[src/rtl/wdog_pkg.sv]
`timescale 1ns/1ps
package wdog_pkg;
  // Register byte offsets; software depends on these positions
  localparam logic [7:0] OFF_RELOAD = 8'h00;
  localparam logic [7:0] OFF_STATUS = 8'h0E;
  localparam logic [7:0] OFF_GATE   = 8'h10;
  localparam logic [7:0] OFF_INIT   = 8'h12;

  localparam int IRQ_N = 2;

  typedef enum logic [2:0] {
    SEL_NONE,
    SEL_RELOAD,
    SEL_STATUS,
    SEL_GATE,
    SEL_INIT
  } reg_sel_e;
endpackage

[src/rtl/wdog_rst_sync.sv]
`timescale 1ns/1ps
module wdog_rst_sync #(
  parameter int STAGES = 2
) (
  input  logic clk,
  input  logic arst_n,
  output logic srst_n
);
  logic [STAGES-1:0] chain_q;
  logic [STAGES-1:0] chain_d;

  always_comb begin
    chain_d = {chain_q[STAGES-2:0], 1'b1};
  end

  always_ff @(posedge clk or negedge arst_n) begin
    if (!arst_n) chain_q <= '0;
    else         chain_q <= chain_d;
  end

  assign srst_n = chain_q[STAGES-1];
endmodule

[src/rtl/wdog_bit_sync.sv]
`timescale 1ns/1ps
module wdog_bit_sync #(
  parameter int STAGES = 2
) (
  input  logic clk,
  input  logic rst_n,
  input  logic d,
  output logic q
);
  logic [STAGES-1:0] flop_q;
  logic [STAGES-1:0] flop_d;

  always_comb begin
    flop_d = {flop_q[STAGES-2:0], d};
  end

  always_ff @(posedge clk or negedge rst_n) begin
    if (!rst_n) flop_q <= '0;
    else        flop_q <= flop_d;
  end

  assign q = flop_q[STAGES-1];
endmodule

[src/rtl/wdog_cfg_regs.sv]
`timescale 1ns/1ps
module wdog_cfg_regs #(
  parameter int          CNT_W    = 10,
  parameter int          IRQ_N    = 2,
  parameter logic [CNT_W-1:0] INIT_RST = 10'd4
) (
  input  logic             clk,
  input  logic             rst_n,
  input  logic             wr_init,
  input  logic [CNT_W-1:0] init_wdata,
  input  logic             wr_gate,
  input  logic [IRQ_N-1:0] gate_wdata,
  output logic [CNT_W-1:0] init_q,
  output logic [IRQ_N-1:0] gate_q
);
  logic             init_en;
  logic             gate_en;
  logic [CNT_W-1:0] init_d;
  logic [IRQ_N-1:0] gate_d;

  // Values below two are refused; the stored value stays as it was
  always_comb begin
    init_en = wr_init && (init_wdata > CNT_W'(1));
    init_d  = init_wdata;
    gate_en = wr_gate;
    gate_d  = gate_wdata;
  end

  always_ff @(posedge clk or negedge rst_n) begin
    if (!rst_n)       init_q <= INIT_RST;
    else if (init_en) init_q <= init_d;
  end

  always_ff @(posedge clk or negedge rst_n) begin
    if (!rst_n)       gate_q <= '1;
    else if (gate_en) gate_q <= gate_d;
  end
endmodule

[src/rtl/wdog_status_reg.sv]
`timescale 1ns/1ps
module wdog_status_reg #(
  parameter int STAT_W = 8
) (
  input  logic              clk,
  input  logic              rst_n,
  input  logic              wr_en,
  input  logic [STAT_W-1:0] wdata,
  output logic [STAT_W-1:0] stat_q
);
  logic [STAT_W-1:0] stat_d;

  always_comb stat_d = wdata;

  always_ff @(posedge clk or negedge rst_n) begin
    if (!rst_n)     stat_q <= '0;
    else if (wr_en) stat_q <= stat_d;
  end
endmodule

[src/rtl/wdog_counter.sv]
`timescale 1ns/1ps
module wdog_counter #(
  parameter int               CNT_W   = 10,
  parameter logic [CNT_W-1:0] RST_VAL = 10'd4
) (
  input  logic             clk,
  input  logic             rst_n,
  input  logic             load,
  input  logic [CNT_W-1:0] load_val,
  input  logic             tick,
  input  logic             run,
  output logic [CNT_W-1:0] cnt_q,
  output logic             expire_q
);
  logic [CNT_W-1:0] cnt_d;
  logic             cnt_en;
  logic             step;
  logic             expire_d;

  always_comb begin
    step     = tick && run && (cnt_q != '0);
    cnt_en   = load || step;
    cnt_d    = cnt_q;
    expire_d = 1'b0;
    if (load) begin
      cnt_d = load_val;
    end else if (step) begin
      cnt_d    = cnt_q - CNT_W'(1);
      expire_d = (cnt_q == CNT_W'(1));
    end
  end

  always_ff @(posedge clk or negedge rst_n) begin
    if (!rst_n)      cnt_q <= RST_VAL;
    else if (cnt_en) cnt_q <= cnt_d;
  end

  always_ff @(posedge clk or negedge rst_n) begin
    if (!rst_n) expire_q <= 1'b0;
    else        expire_q <= expire_d;
  end
endmodule

[src/rtl/wdog_regblk.sv]
`timescale 1ns/1ps
module wdog_regblk
  import wdog_pkg::*;
#(
  parameter int ADDR_W      = 8,
  parameter int DATA_W      = 16,
  parameter int CNT_W       = 10,
  parameter int STAT_W      = 8,
  parameter int SYNC_STAGES = 2,
  parameter int INIT_RST    = 4
) (
  input  logic              clk,
  input  logic              core_rst_n,
  input  logic              resume_rst_n,
  input  logic              bus_wr,
  input  logic [ADDR_W-1:0] bus_addr,
  input  logic [DATA_W-1:0] bus_wdata,
  output logic [DATA_W-1:0] bus_rdata,
  input  logic              tick_en,
  input  logic              pwr_full_on,
  input  logic              irq1_raw,
  input  logic              irq12_raw,
  output logic              irq1_gated,
  output logic              irq12_gated,
  output logic [STAT_W-1:0] status_out,
  output logic              timeout
);
  localparam logic [CNT_W-1:0] INIT_RST_V = CNT_W'(INIT_RST);

  logic             core_rst_s_n;
  logic             resume_rst_s_n;
  logic             pwr_ok;
  reg_sel_e         sel;
  logic             wr_reload;
  logic             wr_status;
  logic             wr_gate;
  logic             wr_init;
  logic [CNT_W-1:0] init_q;
  logic [IRQ_N-1:0] gate_q;
  logic [CNT_W-1:0] count_q;
  logic [STAT_W-1:0] stat_q;
  logic [IRQ_N-1:0] irq_raw;
  logic [IRQ_N-1:0] irq_out;
  logic             unused_wdata;

  assign unused_wdata = ^bus_wdata[DATA_W-1:CNT_W];

  wdog_rst_sync #(.STAGES(SYNC_STAGES)) u_core_rst (
    .clk(clk), .arst_n(core_rst_n), .srst_n(core_rst_s_n));

  wdog_rst_sync #(.STAGES(SYNC_STAGES)) u_resume_rst (
    .clk(clk), .arst_n(resume_rst_n), .srst_n(resume_rst_s_n));

  wdog_bit_sync #(.STAGES(SYNC_STAGES)) u_pwr_sync (
    .clk(clk), .rst_n(core_rst_s_n), .d(pwr_full_on), .q(pwr_ok));

  // Address decode
  always_comb begin
    sel = SEL_NONE;
    if      (bus_addr == ADDR_W'(OFF_RELOAD)) sel = SEL_RELOAD;
    else if (bus_addr == ADDR_W'(OFF_STATUS)) sel = SEL_STATUS;
    else if (bus_addr == ADDR_W'(OFF_GATE))   sel = SEL_GATE;
    else if (bus_addr == ADDR_W'(OFF_INIT))   sel = SEL_INIT;
  end

  always_comb begin
    wr_reload = bus_wr && (sel == SEL_RELOAD);
    wr_status = bus_wr && (sel == SEL_STATUS);
    wr_gate   = bus_wr && (sel == SEL_GATE);
    wr_init   = bus_wr && (sel == SEL_INIT);
  end

  wdog_cfg_regs #(.CNT_W(CNT_W), .IRQ_N(IRQ_N), .INIT_RST(INIT_RST_V)) u_cfg (
    .clk       (clk),
    .rst_n     (core_rst_s_n),
    .wr_init   (wr_init),
    .init_wdata(bus_wdata[CNT_W-1:0]),
    .wr_gate   (wr_gate),
    .gate_wdata(bus_wdata[IRQ_N-1:0]),
    .init_q    (init_q),
    .gate_q    (gate_q)
  );

  wdog_status_reg #(.STAT_W(STAT_W)) u_status (
    .clk   (clk),
    .rst_n (resume_rst_s_n),
    .wr_en (wr_status),
    .wdata (bus_wdata[STAT_W-1:0]),
    .stat_q(stat_q)
  );

  wdog_counter #(.CNT_W(CNT_W), .RST_VAL(INIT_RST_V)) u_cnt (
    .clk     (clk),
    .rst_n   (core_rst_s_n),
    .load    (wr_reload),
    .load_val(init_q),
    .tick    (tick_en),
    .run     (pwr_ok),
    .cnt_q   (count_q),
    .expire_q(timeout)
  );

  // Interrupt masking, one AND per legacy line
  assign irq_raw = {irq12_raw, irq1_raw};
  for (genvar g = 0; g < IRQ_N; g++) begin : g_irq_gate
    assign irq_out[g] = irq_raw[g] & gate_q[g];
  end
  assign irq1_gated  = irq_out[0];
  assign irq12_gated = irq_out[1];

  assign status_out = stat_q;

  // Read mux
  always_comb begin
    bus_rdata = '0;
    unique case (sel)
      SEL_RELOAD: bus_rdata = DATA_W'(count_q);
      SEL_STATUS: bus_rdata = DATA_W'(stat_q);
      SEL_GATE:   bus_rdata = DATA_W'(gate_q);
      SEL_INIT:   bus_rdata = DATA_W'(init_q);
      default:    bus_rdata = '0;
    endcase
  end
endmodule

[config.mk]
export PLATFORM = sky130hd
export DESIGN_NAME = wdog_regblk
export DESIGN_NICKNAME = d
export VERILOG_FILES = /design/src/rtl/wdog_pkg.sv /design/src/rtl/wdog_rst_sync.sv /design/src/rtl/wdog_bit_sync.sv /design/src/rtl/wdog_cfg_regs.sv /design/src/rtl/wdog_status_reg.sv /design/src/rtl/wdog_counter.sv /design/src/rtl/wdog_regblk.sv
export SDC_FILE = /design/constraint.sdc
export NUM_CORES = 1
export LEC_CHECK = 0
export ABC_AREA = 1
export BUFFER_PORTS_ARGS = -buffer_cell sky130_fd_sc_hd__buf_2
export CAP_MARGIN = 15
export CORE_UTILIZATION = 30
export CTS_BUF_LIST = sky130_fd_sc_hd__clkbuf_8
export DETAILED_ROUTE_END_ITERATION = 7
export PLACE_DENSITY = 0.56
export SETUP_SLACK_MARGIN = 0.3
export SYNTH_ARGS = -nofsm -noshare
export SYNTH_HDL_FRONTEND = slang
export SYNTH_HIERARCHICAL = 1
export SYNTH_SLANG_ARGS = --single-unit
[constraint.sdc]
create_clock -name clk -period 1.3 [get_ports clk]
set_clock_uncertainty 0.15 [all_clocks]
set_input_delay 0 -clock clk [delete_from_list [all_inputs] [get_ports clk]]
set_output_delay 0 -clock clk [all_outputs]
set_load 0.03 [all_outputs]
# ---- Yosys cells after proc, flatten, opt, wreduce, memory -nomap -nowiden
# Index checks and enable logic that the tools add are counted.
dict set report word_totals {
  regBits 37
  word_cells 41
  out_inout_bits 27
  inputBits 32
}
dict set report op_classes {
  mux 9
  n_reduce_logical 12
  eq_ne 8
  n_addsub 1
  n_bitwise 2
  order_cmp 1
}
# operator n
set op_table {}
lappend op_table {{10-bit one-hot mux with 4 select lines} 1}
lappend op_table {{10-bit two-way mux} 2}
lappend op_table {{8-bit by 5-bit == test with 1-bit output (second input constant)} 2}
lappend op_table {{3-bit two-way mux} 4}
lappend op_table {{10-bit by 1-bit == test with 1-bit output (second input constant)} 1}
lappend op_table {{10-bit by 1-bit > comparator with 1-bit output (second input constant)} 1}
lappend op_table {{10-bit nonzero test} 1}
lappend op_table {{10-bit by 1-bit subtractor with 10-bit output (second input constant)} 1}
lappend op_table {{8-bit by 4-bit == test with 1-bit output (second input constant)} 1}
lappend op_table {{8-bit logical NOT} 1}
lappend op_table {{1-bit logical AND} 7}
lappend op_table {{3-bit by 2-bit == test with 1-bit output (second input constant)} 2}
lappend op_table {{3-bit by 1-bit == test with 1-bit output (second input constant)} 1}
lappend op_table {{3-bit == test (second input constant)} 1}
lappend op_table {{1-bit AND} 2}
lappend op_table {{1-bit two-way mux} 2}
lappend op_table {{2-bit AND reduction} 1}
lappend op_table {{2-bit nonzero test} 1}
lappend op_table {{1-bit logical OR} 1}

# ---- Depth between registers and ports, before layout
# Gate-level depths: netlist (run 1).
dict set report depth {
  depth_word 9
  depth_mapped 10
  mapped_depth_nobuf 10
}

# ---- Cells and area by module
# Netlist (run 1), hierarchy kept.
# module area_per_inst_um2 cells_each seq_area_each_um2 instances
set by_module_without_submodules {}
lappend by_module_without_submodules {wdog_counter 822.0 117 276.5 1}
lappend by_module_without_submodules {wdog_cfg_regs 524.3 60 304.0 1}
lappend by_module_without_submodules {wdog_regblk 465.4 90 0.0 1}
lappend by_module_without_submodules {wdog_status_reg 305.3 34 200.2 1}
lappend by_module_without_submodules {wdog_rst_sync 53.8 3 50.0 2}
lappend by_module_without_submodules {wdog_bit_sync 50.0 2 50.0 1}

# ---- Worst setup path before layout (run 1)
# OpenSTA, ideal clock, no wires.
dict set report synth_path {
  kind {register to register}
  from {register u_cnt.cnt_q[0]}
  to {register u_cnt.cnt_q[1]}
  setup_slack_ps -360
  arrival_time_ps 1390
  path_stages_with_launch 11
  cell_sequence {dfrtp_1 inv_1 ha_1 nand2_2 nor2_4 nand3_2 nand2_4 nand2_4 buf_6 nand2_1 o21ai_2}
}
dict set report synth_between {
  elab_chain_cells 4
}
# item line_no
set synth_lines {}
lappend synth_lines {{from (decl)} wdog_counter.sv:12} ;# output logic [CNT_W-1:0] cnt_q,
lappend synth_lines {{from (signal assigned)} wdog_counter.sv:35} ;# else if (cnt_en) cnt_q <= cnt_d;
lappend synth_lines {{branches (longest 4 deep; another with 10-bit by 1-bit subtractor with 10-bit output)} -}
# Several ways; the timed one is not identified. The select of a mux whose other input is x is not followed.
# A chain may end at the register's enable or synchronous reset.

# ---- Final worst setup path (run 1)
dict set report layout_path {
  from {register u_cnt.cnt_q[0]}
  to {register u_cnt.cnt_q[9]}
}
# Same word-level chain as after synthesis.

==> flow_summary.rst, run 1 <==
.. list-table::
   :header-rows: 1

   * - Metric
     - Value
   * - Clock edge transition at the registers on the reported setup and hold paths
     - 0.08 ns
   * - Chip Height
     - 89.08 um
   * - # Max-Cap Violations
     - 0
   * - Proportion of register bits with asynchronous set or reset after synthesis
     - 100.0%
   * - TritonCTS clock tree
     - built
   * - Most common cell in the netlist
     - sky130_fd_sc_hd__nand2_1
   * - Depth of the most critical reg-to-reg path
     - 10
   * - Hold Violations, Final
     - 8
   * - Core region area
     - 7292 um2
   * - Critical path arrival
     - 1.53 ns
   * - CP Max Fanout
     - 5
   * - Share of Yosys cell area claimed by the top area cell type
     - 36.30%
   * - Worst vdd rail ir drop
     - 0.0004686 V
   * - Final Worst Setup Slack
     - -0.2055 ns
   * - Count of flip-flops with a built-in enable after synthesis
     - 0
   * - Yosys warning count
     - 6
   * - Top flip-flop cell by instance count after synthesis
     - sky130_fd_sc_hd__dfrtp_1
   * - Worst path required time
     - 1.33 ns
   * - H-tree lvl count
     - 2
   * - Worst reg2reg path endpoint
     - u_cnt/cnt_q[9]
   * - Power density of the placed cells
     - 1387 nW/um2
   * - Type of element capturing the critical path
     - register
   * - Area overhead of the layout relative to synthesis
     - 57.59%
   * - Number of inserted diodes
     - 0
   * - Effective utilization at floorplan
     - 31.19%
   * - Fmax
     - 664.2 MHz
   * - Cell area after placement
     - 2942 um2
   * - I/O pin count
     - 59
   * - Number of iterations in the first detailed-routing pass
     - 4
   * - Post-Place Setup Slack
     - -0.2790 ns
   * - Synth unique cells
     - 30
   * - Via density per instance
     - 4.383
   * - Worst R2R Setup Slack
     - -0.21 ns
   * - Setup repair after global routing missed its margin
     - yes
   * - Initial antenna violation count
     - 0
   * - Sequential Area
     - 933.4 um2
   * - Count of mapped cells out of synthesis
     - 309
   * - Placed wire-length estimate
     - 4422 um
   * - Non-Filler Instances
     - 522
   * - Final Net Count
     - 456
   * - Clock root cell
     - sky130_fd_sc_hd__clkbuf_8
   * - Largest net degree at the start of global routing
     - 26
   * - Final count of pins violating max slew
     - 0
   * - Outcome
     - finished, violations left
   * - Overall die area
     - 7934 um2
   * - Startpoint of the most critical register-to-register path
     - u_cnt/cnt_q[0]
   * - Top area cells in the synthesized netlist
     - sky130_fd_sc_hd__dfrtp_1 (36%), sky130_fd_sc_hd__nand2_1 (19%), sky130_fd_sc_hd__nand3_1 (11%), sky130_fd_sc_hd__inv_1 (4.8%), sky130_fd_sc_hd__dfstp_2 (4.6%)
   * - Total congestion overflow after global routing
     - 0
   * - Leakage power of the design
     - 1.898 nW
   * - Count of placed standard cells including taps
     - 488
   * - Number of design-rule violations left by the first detailed-router iteration
     - 117
   * - Failing checks
     - hold timing, setup timing
   * - Fraction of layout instances using a drive strength above 1
     - 44.44%
   * - Clock latency at the later pin of the worst-skew pair
     - 0.29 ns
   * - Synth top cells by count
     - sky130_fd_sc_hd__nand2_1 (113), sky130_fd_sc_hd__nand3_1 (49), sky130_fd_sc_hd__dfrtp_1 (33)
   * - Post-route ant nets
     - 0
   * - Final-layout fill cell count
     - 743
   * - Multi-input gate area
     - 1315 um2
   * - Total global-route track usage
     - 16.92%
   * - Share of the core filled with cells in the final layout
     - 49.16%
   * - Routed len/inst
     - 11.46 um
   * - Flop and latch count out of synthesis
     - 37
   * - Worst Hold Class
     - reg2async
   * - Final design area excluding fillers
     - 3585 um2
   * - First-pass GRT wire length
     - 10,340 um
   * - Largest area contributor in the netlist
     - sky130_fd_sc_hd__dfrtp_1
   * - Final hold slack
     - -0.01311 ns
   * - Final WL
     - 5984 um
   * - Cell area after synthesis
     - 2275 um2
   * - Final cycle utilization of the critical path
     - 115.8%
   * - Maximum root-to-sink buffer count
     - 2
   * - Final min period
     - 1.506 ns
   * - Vias
     - 2,288
   * - Total number of clock tree sinks
     - 37
   * - Crit start category
     - register
   * - Number of setup violations in the final report
     - 14
   * - Total CTS buffers
     - 5
   * - GPL Wtd Cong
     - 0.7990
   * - Post-synthesis sequential area ratio
     - 40.92%
   * - Category of the critical setup timing path
     - reg2reg
   * - Die width
     - 89.08 um
   * - Number of rows created at floorplan
     - 31
   * - Number of remaining DRC errors
     - 0
   * - Number of input and output port buffers inserted
     - 46
   * - Syn avg cell area
     - 7.361 um2
   * - Vias in the first global route
     - 2,297
==> registers in the layout (all words and copies together), names as in the netlist <==
register,flops
u_resume_rst/chain_q,2
u_cnt/expire_q,1
u_status/stat_q,8
u_pwr_sync/flop_q,2
u_cnt/cnt_q,10
u_core_rst/chain_q,2
u_cfg/gate_q,2
u_cfg/init_q,10
==> worst max-delay path by stage <==
stage	startpoint	endpoint	slack, ns	cells past startpoint
3_5_place_dp	u_cnt/cnt_q[1]	u_cnt/cnt_q[5]	-0.28	10
4_1_cts	u_cnt/cnt_q[0]	u_cnt/cnt_q[9]	-0.19	10
3_3_place_gp	u_cnt/cnt_q[1]	u_cnt/cnt_q[5]	-0.24	10
6_report	u_cnt/cnt_q[0]	u_cnt/cnt_q[9]	-0.21	10
2_1_floorplan	u_cnt/cnt_q[0]	u_cnt/cnt_q[1]	-0.26	10
5_1_grt	u_cnt/cnt_q[0]	u_cnt/cnt_q[8]	-0.30	10
==> final cells by class <==
cell class | instances | share of cell area (%)
clock buffer | 5 | 1.920
clock inverter | 3 | 1.187
inverter | 34 | 3.700
multi-input combinational | 230 | 36.68
sequential | 37 | 26.04
tap | 99 | 3.456
timing repair buffer | 114 | 27.02
==> through the flow <==
step / power [mW] / TNS, ns / hold WS (ns)
floorplan: 2.642 / -2.140 / -0.4456
global placement: 3.542 / -3.400 / -0.3651
detailed placement: 3.559 / -2.952 / -0.3633
CTS: 4.880 / -1.900 / 0.001306
global route: 5.325 / -3.199 / 0.02236
finish: 4.971 / -2.054 / -0.01311
==> cells in the final DEF (no fill, tap or decap) <==
| cell type | n |
|---|---|
| sky130_fd_sc_hd__nand2_1 | 94 |
| sky130_fd_sc_hd__buf_4 | 42 |
| sky130_fd_sc_hd__nand3_1 | 39 |
| sky130_fd_sc_hd__dfrtp_1 | 31 |
| sky130_fd_sc_hd__buf_6 | 30 |
| sky130_fd_sc_hd__inv_1 | 25 |
| sky130_fd_sc_hd__buf_2 | 25 |
| sky130_fd_sc_hd__nand2_2 | 23 |
| sky130_fd_sc_hd__dlygate4sd3_1 | 15 |
| sky130_fd_sc_hd__nand3_2 | 13 |
| sky130_fd_sc_hd__nor2_1 | 11 |
| sky130_fd_sc_hd__inv_2 | 8 |
| sky130_fd_sc_hd__conb_1 | 8 |
| sky130_fd_sc_hd__nor2_2 | 6 |
| sky130_fd_sc_hd__nor2_4 | 6 |
| sky130_fd_sc_hd__o21ai_0 | 6 |
| sky130_fd_sc_hd__clkbuf_8 | 5 |
| sky130_fd_sc_hd__nand2_4 | 4 |
| sky130_fd_sc_hd__dfstp_2 | 4 |
| sky130_fd_sc_hd__o21ai_2 | 4 |
| sky130_fd_sc_hd__mux2_2 | 2 |
| sky130_fd_sc_hd__inv_4 | 2 |
| sky130_fd_sc_hd__o211ai_1 | 2 |
| sky130_fd_sc_hd__ha_4 | 2 |
| sky130_fd_sc_hd__buf_12 | 2 |
| sky130_fd_sc_hd__dfrtp_2 | 2 |
| sky130_fd_sc_hd__nor2_8 | 1 |
| sky130_fd_sc_hd__nor4_4 | 1 |
| sky130_fd_sc_hd__nor4_2 | 1 |
| sky130_fd_sc_hd__nor3_2 | 1 |
| sky130_fd_sc_hd__clkinv_4 | 1 |
| sky130_fd_sc_hd__bufinv_16 | 1 |
| sky130_fd_sc_hd__or2_1 | 1 |
| sky130_fd_sc_hd__nand2_8 | 1 |
| sky130_fd_sc_hd__nand3b_1 | 1 |
| sky130_fd_sc_hd__nand4_1 | 1 |
| sky130_fd_sc_hd__or2_2 | 1 |
| sky130_fd_sc_hd__xnor2_1 | 1 |
==> critical path: stages, from the launching register on <==
cell and delay (ns):
sky130_fd_sc_hd__dfrtp_1 0.39, sky130_fd_sc_hd__inv_2 0.10, sky130_fd_sc_hd__ha_4 0.15, sky130_fd_sc_hd__nand2_4 0.05, sky130_fd_sc_hd__nor2_4 0.09, sky130_fd_sc_hd__nand3_2 0.09
sky130_fd_sc_hd__nand2_4 0.12, sky130_fd_sc_hd__buf_12 0.12, sky130_fd_sc_hd__nor2_4 0.03, sky130_fd_sc_hd__nand2_1 0.06, sky130_fd_sc_hd__nand3_1 0.06
==> logic make-up after synthesis <==
kind of cell,share of synthesized area (%)
adders and majority gates,1.100
muxes,0.9900
xor gates and xnor gates,0.3851
buffers and inverters,10.67
and+or+nand+nor,41.91
AOI/OAI and AO/OA,3.520
other,0.4950
DFF,40.92
==> where the power goes <==
part | leakage, nW | internal [mW] | total, mW | switching [mW]
logic | 1.37 | 1.27 | 2.48 | 1.21
clock network | 0.0595 | 0.568 | 0.997 | 0.428
registers | 0.472 | 1.35 | 1.49 | 0.148
total | 1.90 | 3.18 | 4.97 | 1.79
==> layer usage <==
metal	track usage, %	vias up	part of all wire [%]
met5	0	-	0
li1	-	1183	-
met4	7.071	0	1.5
met2	28.95	53	50
met1	20.87	1042	45
met3	3.416	10	3.6
==> what timing repair did <==
| item | CTS | global route |
|---|---|---|
| resized for setup | 65 | 21 |
| hold endpoints to repair | 25 | 0 |
| hold buffers | 15 | 0 |
| gates cloned | 0 | 0 |
| pin swaps | 12 | 4 |
| endpoints found under the setup margin | 39 | 45 |
| buffers inserted | 7 | 4 |
No activity file was read; power rests on OpenSTA's default activity.
==> inputs of run 2 (changes only) <==
- CORE_UTILIZATION: 30 -> 55
- PLACE_DENSITY: 0.56 -> 0.89
==> run 2 against run 1 <==
  * The run now fails in 5_1_grt
  * Synthesized cell count did not move
  * Synthesized area stayed put
==> flow_summary.rst, run 2 <==
.. list-table::
   :header-rows: 1

   * - Metric
     - Value
   * - Outcome
     - did not finish (was finished, violations left)
   * - Stage reached
     - 5_1_grt
   * - Tool error
     - [ERROR DPL-0038] Utilization greater than 100%, impossible to legalize
   * - Cell area after placement
     - 2845 um2 (was 2942 um2)
   * - Dominant combinational cell family by area after synthesis
     - simple AND/OR/NAND/NOR gates (unchanged)
   * - Number of input and output port buffers inserted
     - 46 (unchanged)
   * - Largest area contributor in the netlist
     - sky130_fd_sc_hd__dfrtp_1 (unchanged)
   * - Fraction of synthesized cell area in xor and xnor cells
     - 0.3850% (unchanged)
   * - Placed wire-length estimate
     - 4520 um (was 4422 um)
   * - Yosys warning count
     - 6 (unchanged)
   * - H-tree lvl count
     - 2 (unchanged)
   * - Proportion of synthesized area in mux cells
     - 0.9901% (unchanged)
   * - Flop and latch count out of synthesis
     - 37 (unchanged)
   * - Top flip-flop cell by instance count after synthesis
     - sky130_fd_sc_hd__dfrtp_1 (unchanged)
   * - Number of rows created at floorplan
     - 23 (was 31)
   * - Most common cell in the netlist
     - sky130_fd_sc_hd__nand2_1 (unchanged)
   * - Syn avg cell area
     - 7.361 um2 (unchanged)
   * - Simple-Gate Fraction of Synth Area
     - 41.91% (unchanged)
   * - Share of Yosys cell area claimed by the top area cell type
     - 36.30% (unchanged)
   * - Total CTS buffers
     - 5 (unchanged)
   * - Adder-cell share of the synthesized area
     - 1.100% (unchanged)
   * - Maximum root-to-sink buffer count
     - 2 (unchanged)
   * - Effective utilization at floorplan
     - 57.28% (was 31.19%)
   * - Endpoint pin with the least setup slack after global-route repair
     - u_cnt/cnt_q[9]$_DFFE_PN0P_/D
   * - Chip Height
     - 66.31 um (was 89.08 um)
   * - Die width
     - 66.31 um (was 89.08 um)
   * - Count of flip-flops with a built-in enable after synthesis
     - 0 (unchanged)
   * - Top area cells in the synthesized netlist
     - sky130_fd_sc_hd__dfrtp_1 (36%), sky130_fd_sc_hd__nand2_1 (19%), sky130_fd_sc_hd__nand3_1 (11%), sky130_fd_sc_hd__inv_1 (4.8%), sky130_fd_sc_hd__dfstp_2 (4.6%) (unchanged)
   * - Fraction of the mapped netlist area in compound gates
     - 3.520% (unchanged)
   * - GPL Wtd Cong
     - 0.8803 (was 0.7990)
   * - Count of mapped cells out of synthesis
     - 309 (unchanged)
   * - Post-Place Setup Slack
     - -0.2657 ns (was -0.2790 ns)
   * - Clock root cell
     - sky130_fd_sc_hd__clkbuf_8 (unchanged)
   * - Proportion of register bits with asynchronous set or reset after synthesis
     - 100.0% (unchanged)
   * - Post-synthesis sequential area ratio
     - 40.92% (unchanged)
   * - Total number of clock tree sinks
     - 37 (unchanged)
   * - Largest net degree at the start of global routing
     - 26
   * - Cell area after synthesis
     - 2275 um2 (unchanged)
   * - Worst_ep kind
     - register data pin
   * - I/O pin count
     - 59 (unchanged)
   * - Synth unique cells
     - 30 (unchanged)
   * - Synth top cells by count
     - sky130_fd_sc_hd__nand2_1 (113), sky130_fd_sc_hd__nand3_1 (49), sky130_fd_sc_hd__dfrtp_1 (33) (unchanged)
run 2: logic make-up after synthesis:
kind of cell	count (synthesis)
other	3
AO/OA/AOI/OAI	12
flip-flops	37
adder cells (fa/ha/maj)	2
multiplexers	2
buffers and inverters	47
XOR/XNOR	1
AND/OR/NAND/NOR	205
run 2: what timing repair did:
action                                  4_1_cts
gates resized for setup                      74
hold endpoints to repair                     33
endpoints found under the setup margin       41
gates cloned                                  1
pin swaps                                    13
hold buffers                                 15
buffers inserted                              8
run 2: metrics by stage:
stage / utilization (%) / cells
after floorplan: - / 314
after global placement: 71.64 / 436
after detailed placement: 71.64 / 436
after CTS: 86.74 / 468
==> inputs of run 3 (changes only) <==
- CORE_UTILIZATION: 55 -> 40
- CTS_BUF_LIST: sky130_fd_sc_hd__clkbuf_8 -> not set
- PLACE_DENSITY: 0.89 -> not set
- PLACE_DENSITY_LB_ADDON: not set -> 0.15
- SETUP_SLACK_MARGIN: 0.3 -> not set
==> run 3 against run 2 <==
  * The flow now finishes, with violations (hold timing, setup timing)
==> flow_summary.rst, run 3 (synthesized netlist as in run 1, its figures left out) <==
.. list-table::
   :header-rows: 1

   * - Metric
     - Value
   * - Final count of pins violating max slew
     - 0
   * - Setup repair after global routing missed its margin
     - yes
   * - Fmax
     - 671.0 MHz
   * - Worst path required time
     - 1.33 ns
   * - Number of setup violations in the final report
     - 14
   * - Type of element capturing the critical path
     - register
   * - Crit path largest cell delay
     - 0.39 ns
   * - Area overhead of the layout relative to synthesis
     - 48.62%
   * - Number of design-rule violations left by the first detailed-router iteration
     - 131
   * - Overall die area
     - 5992 um2
   * - Final Worst Setup Slack
     - -0.1902 ns
   * - Effective utilization at floorplan
     - 41.31% (was 57.28%)
   * - Maximum root-to-sink buffer count
     - 2 (unchanged)
   * - Final-layout fill cell count
     - 503
   * - GPL Wtd Cong
     - 0.8006 (was 0.8803)
   * - Fraction of layout instances using a drive strength above 1
     - 41.40%
   * - Vias
     - 2,233
   * - Clock edge transition at the registers on the reported setup and hold paths
     - 0.07 ns
   * - Clock latency at the later pin of the worst-skew pair
     - 0.28 ns
   * - CP Max Fanout
     - 6
   * - Count of placed standard cells including taps
     - 457 (was 436)
   * - Total congestion overflow after global routing
     - 0
   * - Chip Height
     - 77.41 um (was 66.31 um)
   * - Core region area
     - 5507 um2
   * - Power density of the placed cells
     - 1400 nW/um2
   * - I/O pin count
     - 59 (unchanged)
   * - Final hold slack
     - -0.0004664 ns
   * - Largest registers
     - u_cfg/init_q (10), u_cnt/cnt_q (10), u_status/stat_q (8)
   * - Most common cell after layout, fill and taps aside
     - sky130_fd_sc_hd__nand2_1
   * - Number of remaining DRC errors
     - 0
   * - Placed wire-length estimate
     - 4317 um (was 4520 um)
   * - Vias in the first global route
     - 2,230
   * - Final cycle utilization of the critical path
     - 114.6%
   * - Category of the critical setup timing path
     - reg2reg
   * - Failing checks
     - hold timing, setup timing
   * - Total global-route track usage
     - 21.02%
   * - Leakage power of the design
     - 1.877 nW
   * - Critical Path Slowest Stage Cell
     - sky130_fd_sc_hd__dfrtp_1
   * - Initial antenna violation count
     - 0
   * - Critical-path cell list
     - inv_2 > ha_4 > nand2_4 > nor2_4 > nand3_2 > nand2_4 > nand2_8 > nand2_2 > nand2_2
   * - Die width
     - 77.41 um (was 66.31 um)
   * - Hold Violations, Final
     - 1
   * - Post-Place Setup Slack
     - -0.2527 ns (was -0.2657 ns)
   * - Largest net degree at the start of global routing
     - 26
   * - Worst vdd rail ir drop
     - 0.0007065 V
   * - Highest-count cells in the layout ignoring fill and taps
     - sky130_fd_sc_hd__nand2_1 (95), sky130_fd_sc_hd__nand3_1 (37), sky130_fd_sc_hd__buf_4 (37), sky130_fd_sc_hd__dfrtp_1 (33), sky130_fd_sc_hd__buf_2 (29)
   * - Via density per instance
     - 4.604
   * - Worst Hold Class
     - in2reg
   * - Number of iterations in the first detailed-routing pass
     - 5
   * - Post-route ant nets
     - 0
   * - Number of input and output port buffers inserted
     - 46 (unchanged)
   * - Routed len/inst
     - 12.08 um
   * - H-tree lvl count
     - 2 (unchanged)
   * - Crit start category
     - register
   * - Total number of clock tree sinks
     - 37 (unchanged)
   * - Total CTS buffers
     - 5 (unchanged)
   * - Critical path arrival
     - 1.52 ns
   * - Final Net Count
     - 446
   * - Clock root cell
     - sky130_fd_sc_hd__clkbuf_8 (unchanged)
   * - Final WL
     - 5859 um
   * - Final min period
     - 1.490 ns
   * - Non-Filler Instances
     - 485
   * - Number of inserted diodes
     - 0
   * - # Max-Cap Violations
     - 0
   * - Outcome
     - finished, violations left (was did not finish)
   * - TritonCTS clock tree
     - built
   * - Number of rows created at floorplan
     - 27 (was 23)
   * - First-pass GRT wire length
     - 9991 um
-- run 3: area by class of cell --
class | count | area, um2 | area share [%]
Multi-Input combinational cell | 232 | 1304 | 38.56
Sequential cell | 37 | 930.9 | 27.54
Inverter | 34 | 132.6 | 3.923
Clock buffer | 6 | 72.57 | 2.147
Clock inverter | 2 | 38.79 | 1.147
Tap cell | 72 | 90.09 | 2.665
Timing Repair Buffer | 102 | 812.0 | 24.02
-- run 3: worst max-delay path: cells and delay by family (launching register included) --
family,cells,cell delay [ns]
flops,1,0.39
fa+ha+maj,1,0.15
simple gates,7,0.61
buf+inv,1,0.09
-- run 3: per-stage QoR --
stage	hold WS [ns]	setup TNS (ns)	power, mW	utilization, %	instance area, um2
after floorplan	-0.4456	-2.140	2.640	-	2327
after global placement	-0.3647	-1.880	3.422	51.15	2816
after detailed placement	-0.3622	-2.480	3.434	51.15	2816
after CTS	0.07023	-1.982	4.619	59.24	3262
after global routing	0.03628	-3.211	5.091	61.40	3381
final	-0.0004664	-2.055	4.733	61.40	3381
-- run 3: where the power goes --
group	internal, mW	total [mW]	switching (mW)
clock network	0.575	0.971	0.395
logic	1.10	2.28	1.18
registers	1.35	1.49	0.140
-- run 3: worst paths after layout --
| kind | start | endpoint | slack [ns] | cells past startpoint |
|---|---|---|---|---|
| setup reg to reg | u_cnt/cnt_q[1] | u_cnt/cnt_q[6] | -0.19 | 9 |
| min in group asynchronous | u_core_rst/chain_q[1] | u_cfg/init_q[9] | 0.08 | 1 |
| hold reg to reg | u_core_rst/chain_q[1] | u_cfg/init_q[9] | 0.08 | 1 |
| setup / recovery | u_cnt/cnt_q[1] | u_cnt/cnt_q[6] | -0.19 | 9 |
| hold / removal | bus_wdata[1] | u_status/stat_q[1] | -0.0005 | 3 |
| max in group asynchronous | u_resume_rst/chain_q[1] | u_status/stat_q[3] | 0.22 | 1 |
-- run 3: metal layers --
| metal | global-route usage [%] | part of all wire (%) |
|---|---|---|
| met1 | 27.24 | 45 |
| met2 | 36.37 | 51 |
| met3 | 2.471 | 3.3 |
| met4 | 6.792 | 0.72 |
| met5 | 0 | 0 |
-- run 3: what timing repair did --
item / CTS / global route
setup buffers: 5 / 3
setup endpoints to repair: 18 / 32
gates resized for setup: 34 / 41
hold buffers: 16 / 1
pin swaps: 12 / 12
endpoints found under the hold margin: 33 / 1
gates cloned: 1 / 1
